--- config.mk ---
export PLATFORM = sky130hd
export DESIGN_NAME = dac_trig_ctrl
export DESIGN_NICKNAME = d
export VERILOG_FILES = /design/src/rtl/dacfe_pkg.sv /design/src/rtl/dac_trig_sync.sv /design/src/rtl/dac_regs.sv /design/src/rtl/dac_data_path.sv /design/src/rtl/dac_trig_ctrl.sv
export SDC_FILE = /design/constraint.sdc
export NUM_CORES = 1
export LEC_CHECK = 0
export BUFFER_PORTS_ARGS = -buffer_cell sky130_fd_sc_hd__buf_2
export CORE_ASPECT_RATIO = 1.25
export CORE_UTILIZATION = 42
export CTS_CLUSTER_DIAMETER = 60
export CTS_CLUSTER_SIZE = 40
export DETAILED_ROUTE_END_ITERATION = 12
export PLACE_DENSITY = 0.76
export SETUP_SLACK_MARGIN = 0.4
export SKIP_CTS_REPAIR_TIMING = 1
export SYNTH_ARGS = -nofsm -noshare
export SYNTH_HDL_FRONTEND = slang
export SYNTH_SLANG_ARGS = --single-unit
--- constraint.sdc ---
create_clock -name clk -period 1.7 [get_ports clk]
set_clock_uncertainty 0.2 [all_clocks]
set_input_delay 0.51 -clock clk [delete_from_list [all_inputs] [get_ports clk]]
set_output_delay 0.51 -clock clk [all_outputs]
set_load 0.01 [all_outputs]
--- src/rtl/dacfe_pkg.sv ---
package dacfe_pkg;

   // register word addresses
   localparam int unsigned REG_MODE  = 0;
   localparam int unsigned REG_HOLD  = 1;
   localparam int unsigned REG_CODE  = 2;
   localparam int unsigned REG_STAT  = 3;
   localparam int unsigned REG_IEN   = 4;
   localparam int unsigned REG_IDIS  = 5;
   localparam int unsigned REG_IMASK = 6;

   localparam int unsigned MODE_W    = 5;
   localparam int unsigned SRC_W     = 3;
   localparam int unsigned MAX_TRIG  = 1 << SRC_W;

   // mode register layout: [4] wide resolution, [3:1] trigger source, [0] trigger enable
   typedef struct packed {
      logic             wide;
      logic [SRC_W-1:0] src;
      logic             trig_en;
   } dac_mode_t;

endpackage

--- src/rtl/dac_trig_sync.sv ---
module dac_trig_sync #(
   parameter int unsigned N_TRIG = 3,
   parameter int unsigned STAGES = 2
) (
   input  logic              clk,
   input  logic              rst_n,
   input  logic [N_TRIG-1:0] trig_async,
   output logic [N_TRIG-1:0] trig_rise
);

   generate
      if (STAGES < 2) begin : g_bad_stages
         $error("dac_trig_sync: STAGES must be at least 2");
      end
      if (N_TRIG < 1) begin : g_bad_count
         $error("dac_trig_sync: N_TRIG must be at least 1");
      end
   endgenerate

   generate
      for (genvar t = 0; t < N_TRIG; t++) begin : g_lane
         logic [STAGES-1:0] chain;
         logic              last_q;

         always_ff @(posedge clk or negedge rst_n) begin
            if (!rst_n) begin
               chain  <= '0;
               last_q <= 1'b0;
            end else begin
               chain  <= {chain[STAGES-2:0], trig_async[t]};
               last_q <= chain[STAGES-1];
            end
         end

         assign trig_rise[t] = chain[STAGES-1] & ~last_q;

         AST_RISE_ONE_CYCLE: assert property (@(posedge clk) disable iff (!rst_n)
            trig_rise[t] |=> !trig_rise[t]);
      end
   endgenerate

endmodule

--- src/rtl/dac_regs.sv ---
module dac_regs
   import dacfe_pkg::*;
#(
   parameter int unsigned BUS_W  = 32,
   parameter int unsigned ADDR_W = 3,
   parameter int unsigned CODE_W = 10
) (
   input  logic              clk,
   input  logic              rst_n,
   input  logic              bus_wr,
   input  logic [ADDR_W-1:0] bus_addr,
   input  logic [BUS_W-1:0]  bus_wdata,
   input  logic [CODE_W-1:0] code_q,
   input  logic              ready_q,
   output dac_mode_t         mode_q,
   output logic              hold_wr,
   output logic              imask_q,
   output logic [BUS_W-1:0]  bus_rdata
);

   localparam int unsigned MAX_ADDR = REG_IMASK;

   generate
      if (BUS_W < CODE_W || BUS_W < MODE_W) begin : g_bad_bus
         $error("dac_regs: BUS_W too narrow for the registers");
      end
      if ((1 << ADDR_W) <= MAX_ADDR) begin : g_bad_addr
         $error("dac_regs: ADDR_W cannot reach every register");
      end
   endgenerate

   logic wr_mode, wr_ien, wr_idis;

   assign wr_mode = bus_wr && (bus_addr == ADDR_W'(REG_MODE));
   assign hold_wr = bus_wr && (bus_addr == ADDR_W'(REG_HOLD));
   assign wr_ien  = bus_wr && (bus_addr == ADDR_W'(REG_IEN));
   assign wr_idis = bus_wr && (bus_addr == ADDR_W'(REG_IDIS));

   always_ff @(posedge clk or negedge rst_n) begin
      if (!rst_n) begin
         mode_q <= '0;
      end else if (wr_mode) begin
         mode_q <= dac_mode_t'(bus_wdata[MODE_W-1:0]);
      end
   end

   always_ff @(posedge clk or negedge rst_n) begin
      if (!rst_n) begin
         imask_q <= 1'b0;
      end else if (wr_ien && bus_wdata[0]) begin
         imask_q <= 1'b1;
      end else if (wr_idis && bus_wdata[0]) begin
         imask_q <= 1'b0;
      end
   end

   always_comb begin
      bus_rdata = '0;
      case (bus_addr)
         ADDR_W'(REG_MODE):  bus_rdata[MODE_W-1:0] = mode_q;
         ADDR_W'(REG_CODE):  bus_rdata[CODE_W-1:0] = code_q;
         ADDR_W'(REG_STAT):  bus_rdata[0]          = ready_q;
         ADDR_W'(REG_IMASK): bus_rdata[0]          = imask_q;
         default:            bus_rdata             = '0;
      endcase
   end

   AST_IEN_SETS: assert property (@(posedge clk) disable iff (!rst_n)
      (wr_ien && bus_wdata[0]) |=> imask_q);
   AST_IDIS_CLEARS: assert property (@(posedge clk) disable iff (!rst_n)
      (wr_idis && bus_wdata[0]) |=> !imask_q);

endmodule

--- src/rtl/dac_data_path.sv ---
module dac_data_path
   import dacfe_pkg::*;
#(
   parameter int unsigned BUS_W  = 32,
   parameter int unsigned CODE_W = 10,
   parameter int unsigned LOW_W  = 8,
   parameter int unsigned N_TRIG = 3
) (
   input  logic              clk,
   input  logic              rst_n,
   input  dac_mode_t         mode_q,
   input  logic              hold_wr,
   input  logic [BUS_W-1:0]  wdata,
   input  logic [N_TRIG-1:0] trig_rise,
   output logic [CODE_W-1:0] code_q,
   output logic              ready_q
);

   localparam int unsigned PAD_W = CODE_W - LOW_W;

   generate
      if (LOW_W >= CODE_W) begin : g_bad_res
         $error("dac_data_path: LOW_W must be below CODE_W");
      end
      if (N_TRIG > MAX_TRIG) begin : g_bad_trig
         $error("dac_data_path: more triggers than the source field selects");
      end
   endgenerate

   logic [CODE_W-1:0] hold_q;
   logic [CODE_W-1:0] wr_val;
   logic [CODE_W-1:0] hold_out;
   logic              sel_rise;
   logic              copy;

   // value taken from the bus, narrowed in low resolution
   assign wr_val   = mode_q.wide ? wdata[CODE_W-1:0]
                                 : {{PAD_W{1'b0}}, wdata[LOW_W-1:0]};
   assign hold_out = mode_q.wide ? hold_q : {{PAD_W{1'b0}}, hold_q[LOW_W-1:0]};

   always_comb begin
      sel_rise = 1'b0;
      for (int i = 0; i < N_TRIG; i++) begin
         if (mode_q.src == SRC_W'(i)) sel_rise = trig_rise[i];
      end
   end

   assign copy = mode_q.trig_en ? sel_rise : !ready_q;

   always_ff @(posedge clk or negedge rst_n) begin
      if (!rst_n) begin
         hold_q  <= '0;
         code_q  <= '0;
         ready_q <= 1'b1;
      end else if (hold_wr && !mode_q.trig_en) begin
         hold_q  <= wr_val;
         code_q  <= wr_val;
         ready_q <= 1'b1;
      end else begin
         if (copy) begin
            code_q  <= hold_out;
            ready_q <= 1'b1;
         end
         if (hold_wr) begin
            hold_q  <= wr_val;
            ready_q <= 1'b0;
         end
      end
   end

   AST_FREE_DIRECT: assert property (@(posedge clk) disable iff (!rst_n)
      (hold_wr && !mode_q.trig_en) |=> (ready_q && code_q == $past(wr_val)));
   AST_PENDING_CLEARS: assert property (@(posedge clk) disable iff (!rst_n)
      (hold_wr && mode_q.trig_en) |=> !ready_q);
   AST_NO_TRIG_HOLD: assert property (@(posedge clk) disable iff (!rst_n)
      (mode_q.trig_en && !sel_rise && !hold_wr) |=> $stable(code_q));
   AST_LOW_RES_PAD: assert property (@(posedge clk) disable iff (!rst_n)
      (copy && !mode_q.wide && !hold_wr) |=> (code_q[CODE_W-1:LOW_W] == '0));
   AST_SAME_EDGE: assert property (@(posedge clk) disable iff (!rst_n)
      (hold_wr && mode_q.trig_en && sel_rise) |=> (!ready_q && code_q == $past(hold_out)));

endmodule

--- src/rtl/dac_trig_ctrl.sv ---
module dac_trig_ctrl
   import dacfe_pkg::*;
#(
   parameter int unsigned BUS_W       = 32,
   parameter int unsigned ADDR_W      = 3,
   parameter int unsigned CODE_W      = 10,
   parameter int unsigned LOW_W       = 8,
   parameter int unsigned N_TRIG      = 3,
   parameter int unsigned SYNC_STAGES = 2
) (
   input  logic              clk,
   input  logic              rst_n,
   input  logic              bus_wr,
   input  logic [ADDR_W-1:0] bus_addr,
   input  logic [BUS_W-1:0]  bus_wdata,
   output logic [BUS_W-1:0]  bus_rdata,
   input  logic [N_TRIG-1:0] tmr_trig,
   output logic [CODE_W-1:0] dac_code,
   output logic              irq
);

   dac_mode_t         mode_q;
   logic              hold_wr;
   logic              imask_q;
   logic              ready_q;
   logic [N_TRIG-1:0] trig_rise;

   dac_trig_sync #(
      .N_TRIG (N_TRIG),
      .STAGES (SYNC_STAGES)
   ) u_sync (
      .clk        (clk),
      .rst_n      (rst_n),
      .trig_async (tmr_trig),
      .trig_rise  (trig_rise)
   );

   dac_regs #(
      .BUS_W  (BUS_W),
      .ADDR_W (ADDR_W),
      .CODE_W (CODE_W)
   ) u_regs (
      .clk       (clk),
      .rst_n     (rst_n),
      .bus_wr    (bus_wr),
      .bus_addr  (bus_addr),
      .bus_wdata (bus_wdata),
      .code_q    (dac_code),
      .ready_q   (ready_q),
      .mode_q    (mode_q),
      .hold_wr   (hold_wr),
      .imask_q   (imask_q),
      .bus_rdata (bus_rdata)
   );

   dac_data_path #(
      .BUS_W  (BUS_W),
      .CODE_W (CODE_W),
      .LOW_W  (LOW_W),
      .N_TRIG (N_TRIG)
   ) u_path (
      .clk       (clk),
      .rst_n     (rst_n),
      .mode_q    (mode_q),
      .hold_wr   (hold_wr),
      .wdata     (bus_wdata),
      .trig_rise (trig_rise),
      .code_q    (dac_code),
      .ready_q   (ready_q)
   );

   assign irq = imask_q & ready_q;

   AST_IRQ_DROPS_ON_WRITE: assert property (@(posedge clk) disable iff (!rst_n)
      (hold_wr && mode_q.trig_en && !trig_rise[mode_q.src % N_TRIG]) |=> !irq);

endmodule

==> results of run 1 <==
-- power by group through the flow --
stage                     logic [W]  registers [W]  clock network (W)
final                       0.00111        0.00122           0.000622
after global routing        0.00119        0.00124           0.000678
after CTS                  0.000796        0.00120           0.000636
after detailed placement   0.000793        0.00121                  0
after global placement     0.000771        0.00120                  0
after floorplan            0.000495        0.00123                  0
-- per-layer routing --
metal	GRT usage	wire length, um
met4	0.0932	150
met5	0	0
met1	0.225	1740
met3	0.0323	199
met2	0.284	2640
-- stage by stage --
step | utilization | hold slack (ns) | power (W) | cell area, um2
6_report | 0.647 | -0.0422 | 0.00295 | 2700
5_1_grt | 0.647 | -0.0190 | 0.00311 | 2700
4_1_cts | 0.553 | -0.0450 | 0.00263 | 2300
3_5_place_dp | 0.532 | 0.145 | 0.00200 | 2210
3_3_place_gp | 0.532 | 0.132 | 0.00197 | 2210
2_1_floorplan | - | 0.0144 | 0.00172 | 2000
-- placed cells by master, fill, tap and decap left out, drive strengths merged --
cell / count
mux2: 21
dfrtp: 35
nand2b: 1
and3: 5
clkbuf: 9
nand2: 31
o21ai: 8
dfstp: 1
a31oi: 2
nor3b: 1
a31o: 1
a21oi: 3
and2: 1
or2: 1
a211oi: 1
nand4b: 2
nand3: 4
o31ai: 1
nand4bb: 1
and4bb: 1
inv: 4
mux2i: 5
nor2: 8
conb: 22
buf: 74
-- logic make-up after synthesis --
logic type / after synthesis / share of synthesized area
and+or+nand+nor: 56 / 0.163
DFF: 36 / 0.488
buffers and inverters: 32 / 0.119
muxes: 26 / 0.175
AOI/OAI and AO/OA: 16 / 0.0522
other: 1 / 0.00203
-- state kept, by name, indices dropped and copies added, names as in the netlist --
name and cells:
u_path.code_q 10, u_sync.g_lane.last_q 3, u_regs.mode_q 5, u_path.hold_q 10, u_regs.imask_q 1, u_path.ready_q 1
u_sync.g_lane.chain 6
-- worst register-to-register path: stages, from the launching register on --
cell and delay, ns:
dfrtp_2 0.38, buf_4 0.12, inv_2 0.04, a211oi_2 0.25, a31o_4 0.23, clkbuf_16 0.16
mux2_4 0.29
-- final cells by class --
type | count | area [um2] | area share
multi-input cells | 120 | 966 | 0.358
flip-flops and latches | 36 | 906 | 0.336
clock buffers | 8 | 90.1 | 0.0334
repair buffers | 75 | 648 | 0.240
inverters | 4 | 15.0 | 0.00557
well taps | 56 | 70.1 | 0.0260
-- how the worst min path moves through the flow --
stage          cells after the start                      start                         to  slack [ns]
6_report                           1                      rst_n    u_sync.g_lane[0].last_q       -0.04
5_1_grt                            1                      rst_n    u_sync.g_lane[0].last_q       -0.02
4_1_cts                            1                      rst_n    u_sync.g_lane[1].last_q       -0.05
3_5_place_dp                       0  u_sync.g_lane[0].chain[0]  u_sync.g_lane[0].chain[1]        0.14
3_3_place_gp                       0  u_sync.g_lane[0].chain[0]  u_sync.g_lane[0].chain[1]        0.13
2_1_floorplan                      0                      rst_n           u_path.code_q[0]        0.01
==> results.py, run 1 <==
metrics = {
    "floorplanning": {
        "initial_core_util": 0.444,
        "die_w_um": 61.3,
        "ioPinCount": 84,
        "die_area_um2": 4670,
        "core_area_um2": 4160,
        "die_h_um": 76.1,
        "rows": 26,
    },
    "worst_setup_path": {
        "worstSetupEndpointType": "output port",
        "crit_slowest_cell": "mux2i_1",
        "startpoint": "bus_addr[1]",
        "cpPeakStageDelay_ns": 0.19,
        "startpoint_type": "input pin",
        "worstSetupPathDepth": 7,
        "cp_max_fo": 5,
        "worst-path-buf-inv": 3,
        "r2r-end": "u_path.code_q[1]",
        "crit_family": "buffers and inverters",
        "reg2reg_slack_ns": -0.08,
        "cp-endpoint": "bus_rdata[0]",
        "reg2reg_depth": 6,
        "critPathArrivalTime_ns": 1.29,
        "crit_type": "in2out",
        "cp_cell_sequence": "buf_8 > buf_6 > mux2i_1 > nor2_1 > a31oi_1 > o21ai_1 > buf_2",
        "r2r_start": "u_regs.mode_q[0]",
        "worstPathRequired_ns": 0.99,
    },
    "timing": {
        "setup_viol_count_final": 21,
        "finalWorstSetupSlack_ns": -0.299,
        "holdWs_ns": -0.0422,
        "drv_slew": 0,
        "rsz0062_at_grt": "yes",
        "fmax_mhz": 500,
        "min_period_ns": 2.00,
        "finalSetupTns_ns": -3.92,
        "fin_crit_sh": 1.18,
        "hold_viol": 16,
    },
    "synth": {
        "synth.most_common_cell": "dfrtp_1",
        "synth.area.top_cells": "dfrtp_1, buf_4, mux2_4, mux2_2, nand2_1",
        "synth_top_area_frac": 0.474,
        "ys_seq_elements": 36,
        "ys_async_sr_fraction": 1.00,
        "synth.yosys.warnings": 0,
        "ys.flop_type": "dfrtp_1",
        "synth_common_cells": "dfrtp_1, nand2_1, buf_4",
        "yosysSeqAreaShare": 0.488,
        "synthCells": 167,
        "yosysTopAreaCell": "dfrtp_1",
        "synth_edf_count": 0,
        "synth.distinct_cells": 30,
        "avgSynthCellArea_um2": 11.1,
        "synth_area_um2": 1850,
    },
    "placed_design": {
        "io_buffers": 39,
        "gp_congestion": 0.753,
        "hpwlAfterDp_um": 2790,
        "pre_cts_ws_ns": -0.461,
        "placed_cells": 274,
    },
    "min_path": {
        "hold_class": "in2async",
    },
    "clock_tree": {
        "htree_levels": 2,
        "clkSinkCount": 36,
        "cts-root-buf": "clkbuf_8",
        "insertion_delay_ns": 0.29,
        "clockBufferDepth": 2,
        "cts_made_buffers": 5,
        "cts_tree": "yes",
        "clk_pin_slew_worst_paths_ns": 0.07,
    },
    "global_routing": {
        "grt_overflow_total": 0,
        "grt_max_degree": 20,
        "antenna_found_initial": 0,
        "grt_pass1_vias": 1354,
        "grt.total_usage": 0.179,
        "grt_pass1_wl_um": 6150,
    },
    "job": {
        "maxCapViolCount": 0,
    },
    "detailed_routing": {
        "routed_via_density": 4.87,
        "drc": 0,
        "avgRoutedWirePerCell_um": 15.8,
        "drt_first_pass_iters": 4,
        "ant_nets": 0,
        "drt_iter0_drc": 52,
        "routed_wl_um": 4730,
        "vias": 1457,
    },
    "pwr": {
        "p_clk_frac": 0.211,
        "p_per_area_nw_per_um2": 1090,
        "power.net_switching_w": 0.000892,
        "p_comb_frac": 0.376,
        "seq_power_share": 0.413,
        "power.leakage_nw": 1.35,
        "p_int_w": 0.00205,
        "p_sw_frac": 0.303,
        "peakVddDrop_mv": 0.598,
    },
    "final_layout": {
        "fin_cells": 299,
        "num-nets-final": 283,
        "diodes": 0,
        "nFillCells": 344,
        "drive_above_1_share": 0.580,
        "syn2layout_area_growth_pct": 45.9,
    },
    "run_status": {
        "violations": "hold timing, setup timing",
        "status": "finished, violations left",
    },
}
Note: power is estimated with default switching activity, not from simulation.
==> inputs of run 2 (changes only) <==
Clock period 1.7 ns to 1.8 ns, I/O delays scaled along.
==> results.py, run 2 (synthesis gave the netlist of run 1 again) <==
metrics = {
    "detailed_routing": {
        "ant_nets": 0,
        "avgRoutedWirePerCell_um": 14.6,
        "routed_wl_um": 4340,
        "drt_first_pass_iters": 4,
        "drc": 0,
        "drt_iter0_drc": 41,
        "vias": 1404,
        "routed_via_density": 4.73,
    },
    "worst_setup_path": {
        "cp-endpoint": "bus_rdata[0]",
        "cp_cell_sequence": "buf_8 > buf_6 > mux2i_1 > nor2_1 > a31oi_1 > o21ai_1 > buf_2",
        "worstSetupEndpointType": "output port",
        "critPathArrivalTime_ns": 1.36,
        "reg2reg_depth": 6,
        "r2r_start": "u_regs.mode_q[0]",
        "startpoint_type": "input pin",
        "crit_type": "in2out",
        "worstPathRequired_ns": 1.06,
        "cp_max_fo": 5,
        "cpPeakStageDelay_ns": 0.19,
        "crit_slowest_cell": "mux2i_1",
        "reg2reg_slack_ns": 0.01,
        "r2r-end": "u_path.code_q[8]",
        "startpoint": "bus_addr[1]",
    },
    "pwr": {
        "p_clk_frac": 0.324,
        "power.net_switching_w": 0.000832,
        "p_int_w": 0.00224,
        "seq_power_share": 0.372,
        "peakVddDrop_mv": 0.728,
        "p_comb_frac": 0.305,
        "p_per_area_nw_per_um2": 1130,
        "power.leakage_nw": 1.34,
        "p_sw_frac": 0.271,
    },
    "timing": {
        "fin_crit_sh": 1.17,
        "holdWs_ns": -0.00412,
        "hold_viol": 5,
        "rsz0062_at_grt": "yes",
        "drv_slew": 0,
        "setup_viol_count_final": 18,
        "fmax_mhz": 476,
        "min_period_ns": 2.10,
        "finalWorstSetupSlack_ns": -0.299,
    },
    "global_routing": {
        "antenna_found_initial": 0,
        "grt_overflow_total": 0,
        "grt_pass1_vias": 1241,
        "grt_pass1_wl_um": 5560,
        "grt_max_degree": 37,
        "grt.total_usage": 0.164,
    },
    "clock_tree": {
        "cts_made_buffers": 5,
        "cts-root-buf": "clkbuf_8",
        "cts_tree": "yes",
        "clk_pin_slew_worst_paths_ns": 0.07,
        "htree_levels": 2,
        "clockBufferDepth": 2,
        "clkSinkCount": 36,
        "insertion_delay_ns": 0.29,
    },
    "min_path": {
        "hold_class": "in2async",
    },
    "run_status": {
        "violations": "hold timing, setup timing",
        "status": "finished, violations left",
    },
    "placed_design": {
        "placed_cell_area_um2": 2180,
        "pre_cts_ws_ns": -0.378,
        "placed_cells": 271,
        "gp_congestion": 0.778,
        "hpwlAfterDp_um": 2580,
        "io_buffers": 39,
    },
    "final_layout": {
        "diodes": 0,
        "syn2layout_area_growth_pct": 47.3,
        "num-nets-final": 281,
        "drive_above_1_share": 0.568,
        "reg_top3": "u_path.code_q x10, u_path.hold_q x10, u_sync.g_lane.chain x6",
        "finalCoreUtilization": 0.653,
        "ff_latch_area_um2": 903,
        "fin_cells": 297,
        "final_area_um2": 2720,
        "final_common_cell": "dfrtp_1",
        "layout_common_cells": "dfrtp_1, buf_2, buf_6",
        "nFillCells": 331,
        "multi_input_area_um2": 930,
    },
    "floorplanning": {
        "die_h_um": 76.1,
        "initial_core_util": 0.444,
        "die_area_um2": 4670,
        "core_area_um2": 4160,
        "rows": 26,
        "ioPinCount": 84,
        "die_w_um": 61.3,
    },
    "job": {
        "maxCapViolCount": 0,
    },
}
-- run 2: cell count changes in the layout (fill, tap and decap cells not counted), sizes merged --
cell	previous run	this run
clkbuf	9	5
bufinv	0	3
buf	74	73
-- run 2: worst max-delay path, delay by kind of cell --
kind | cells | cell delay (ns)
mux | 1 | 0.19
simple gates | 1 | 0.06
buf+inv | 3 | 0.32
compound gates | 2 | 0.23
-- run 2: area by class of cell --
cell class,count,share of cell area
repair buffers,73,0.236
clock inverters,3,0.0331
flip-flops and latches,36,0.332
inverters,4,0.00552
clock buffers,5,0.0253
well taps,56,0.0258
multi-input cells,120,0.342
-- run 2: through the flow --
| step | setup TNS [ns] | total power (W) |
|---|---|---|
| floorplan | -2.22 | 0.00163 |
| global placement | -7.45 | 0.00183 |
| detailed placement | -7.76 | 0.00186 |
| CTS | -3.62 | 0.00286 |
| global route | -2.63 | 0.00322 |
| finish | -1.94 | 0.00307 |
-- run 2: power groups by stage --
stage	Clock (W)	Sequential [W]	Combinational [W]
finish	0.000995	0.00114	0.000936
global route	0.00104	0.00117	0.00101
CTS	0.00101	0.00113	0.000719
detailed placement	0	0.00114	0.000716
global placement	0	0.00113	0.000698
floorplan	0	0.00116	0.000467
-- run 2: how the worst min path moves through the flow --
stage / endpoint / slack [ns] / startpoint / cells past startpoint
final: u_path.code_q[0] / -0.004 / rst_n / 2
after global routing: u_sync.g_lane[0].last_q / 0.01 / rst_n / 2
after CTS: u_path.hold_q[0] / -0.008 / rst_n / 2
after detailed placement: u_sync.g_lane[2].chain[1] / 0.14 / u_sync.g_lane[2].chain[0] / 0
after global placement: u_sync.g_lane[0].chain[1] / 0.13 / u_sync.g_lane[0].chain[0] / 0
after floorplan: u_path.code_q[0] / 0.04 / rst_n / 0
-- run 2: layer usage --
layer / share of wire / global-route usage / wire [um] / vias to the layer above
met2: 0.52 / 0.258 / 2260 / 49
met5: 0 / 0 / 0 / -
li1: - / - / - / 663
met3: 0.041 / 0.0306 / 179 / 5
met1: 0.42 / 0.211 / 1820 / 687
met4: 0.019 / 0.0818 / 82 / 0
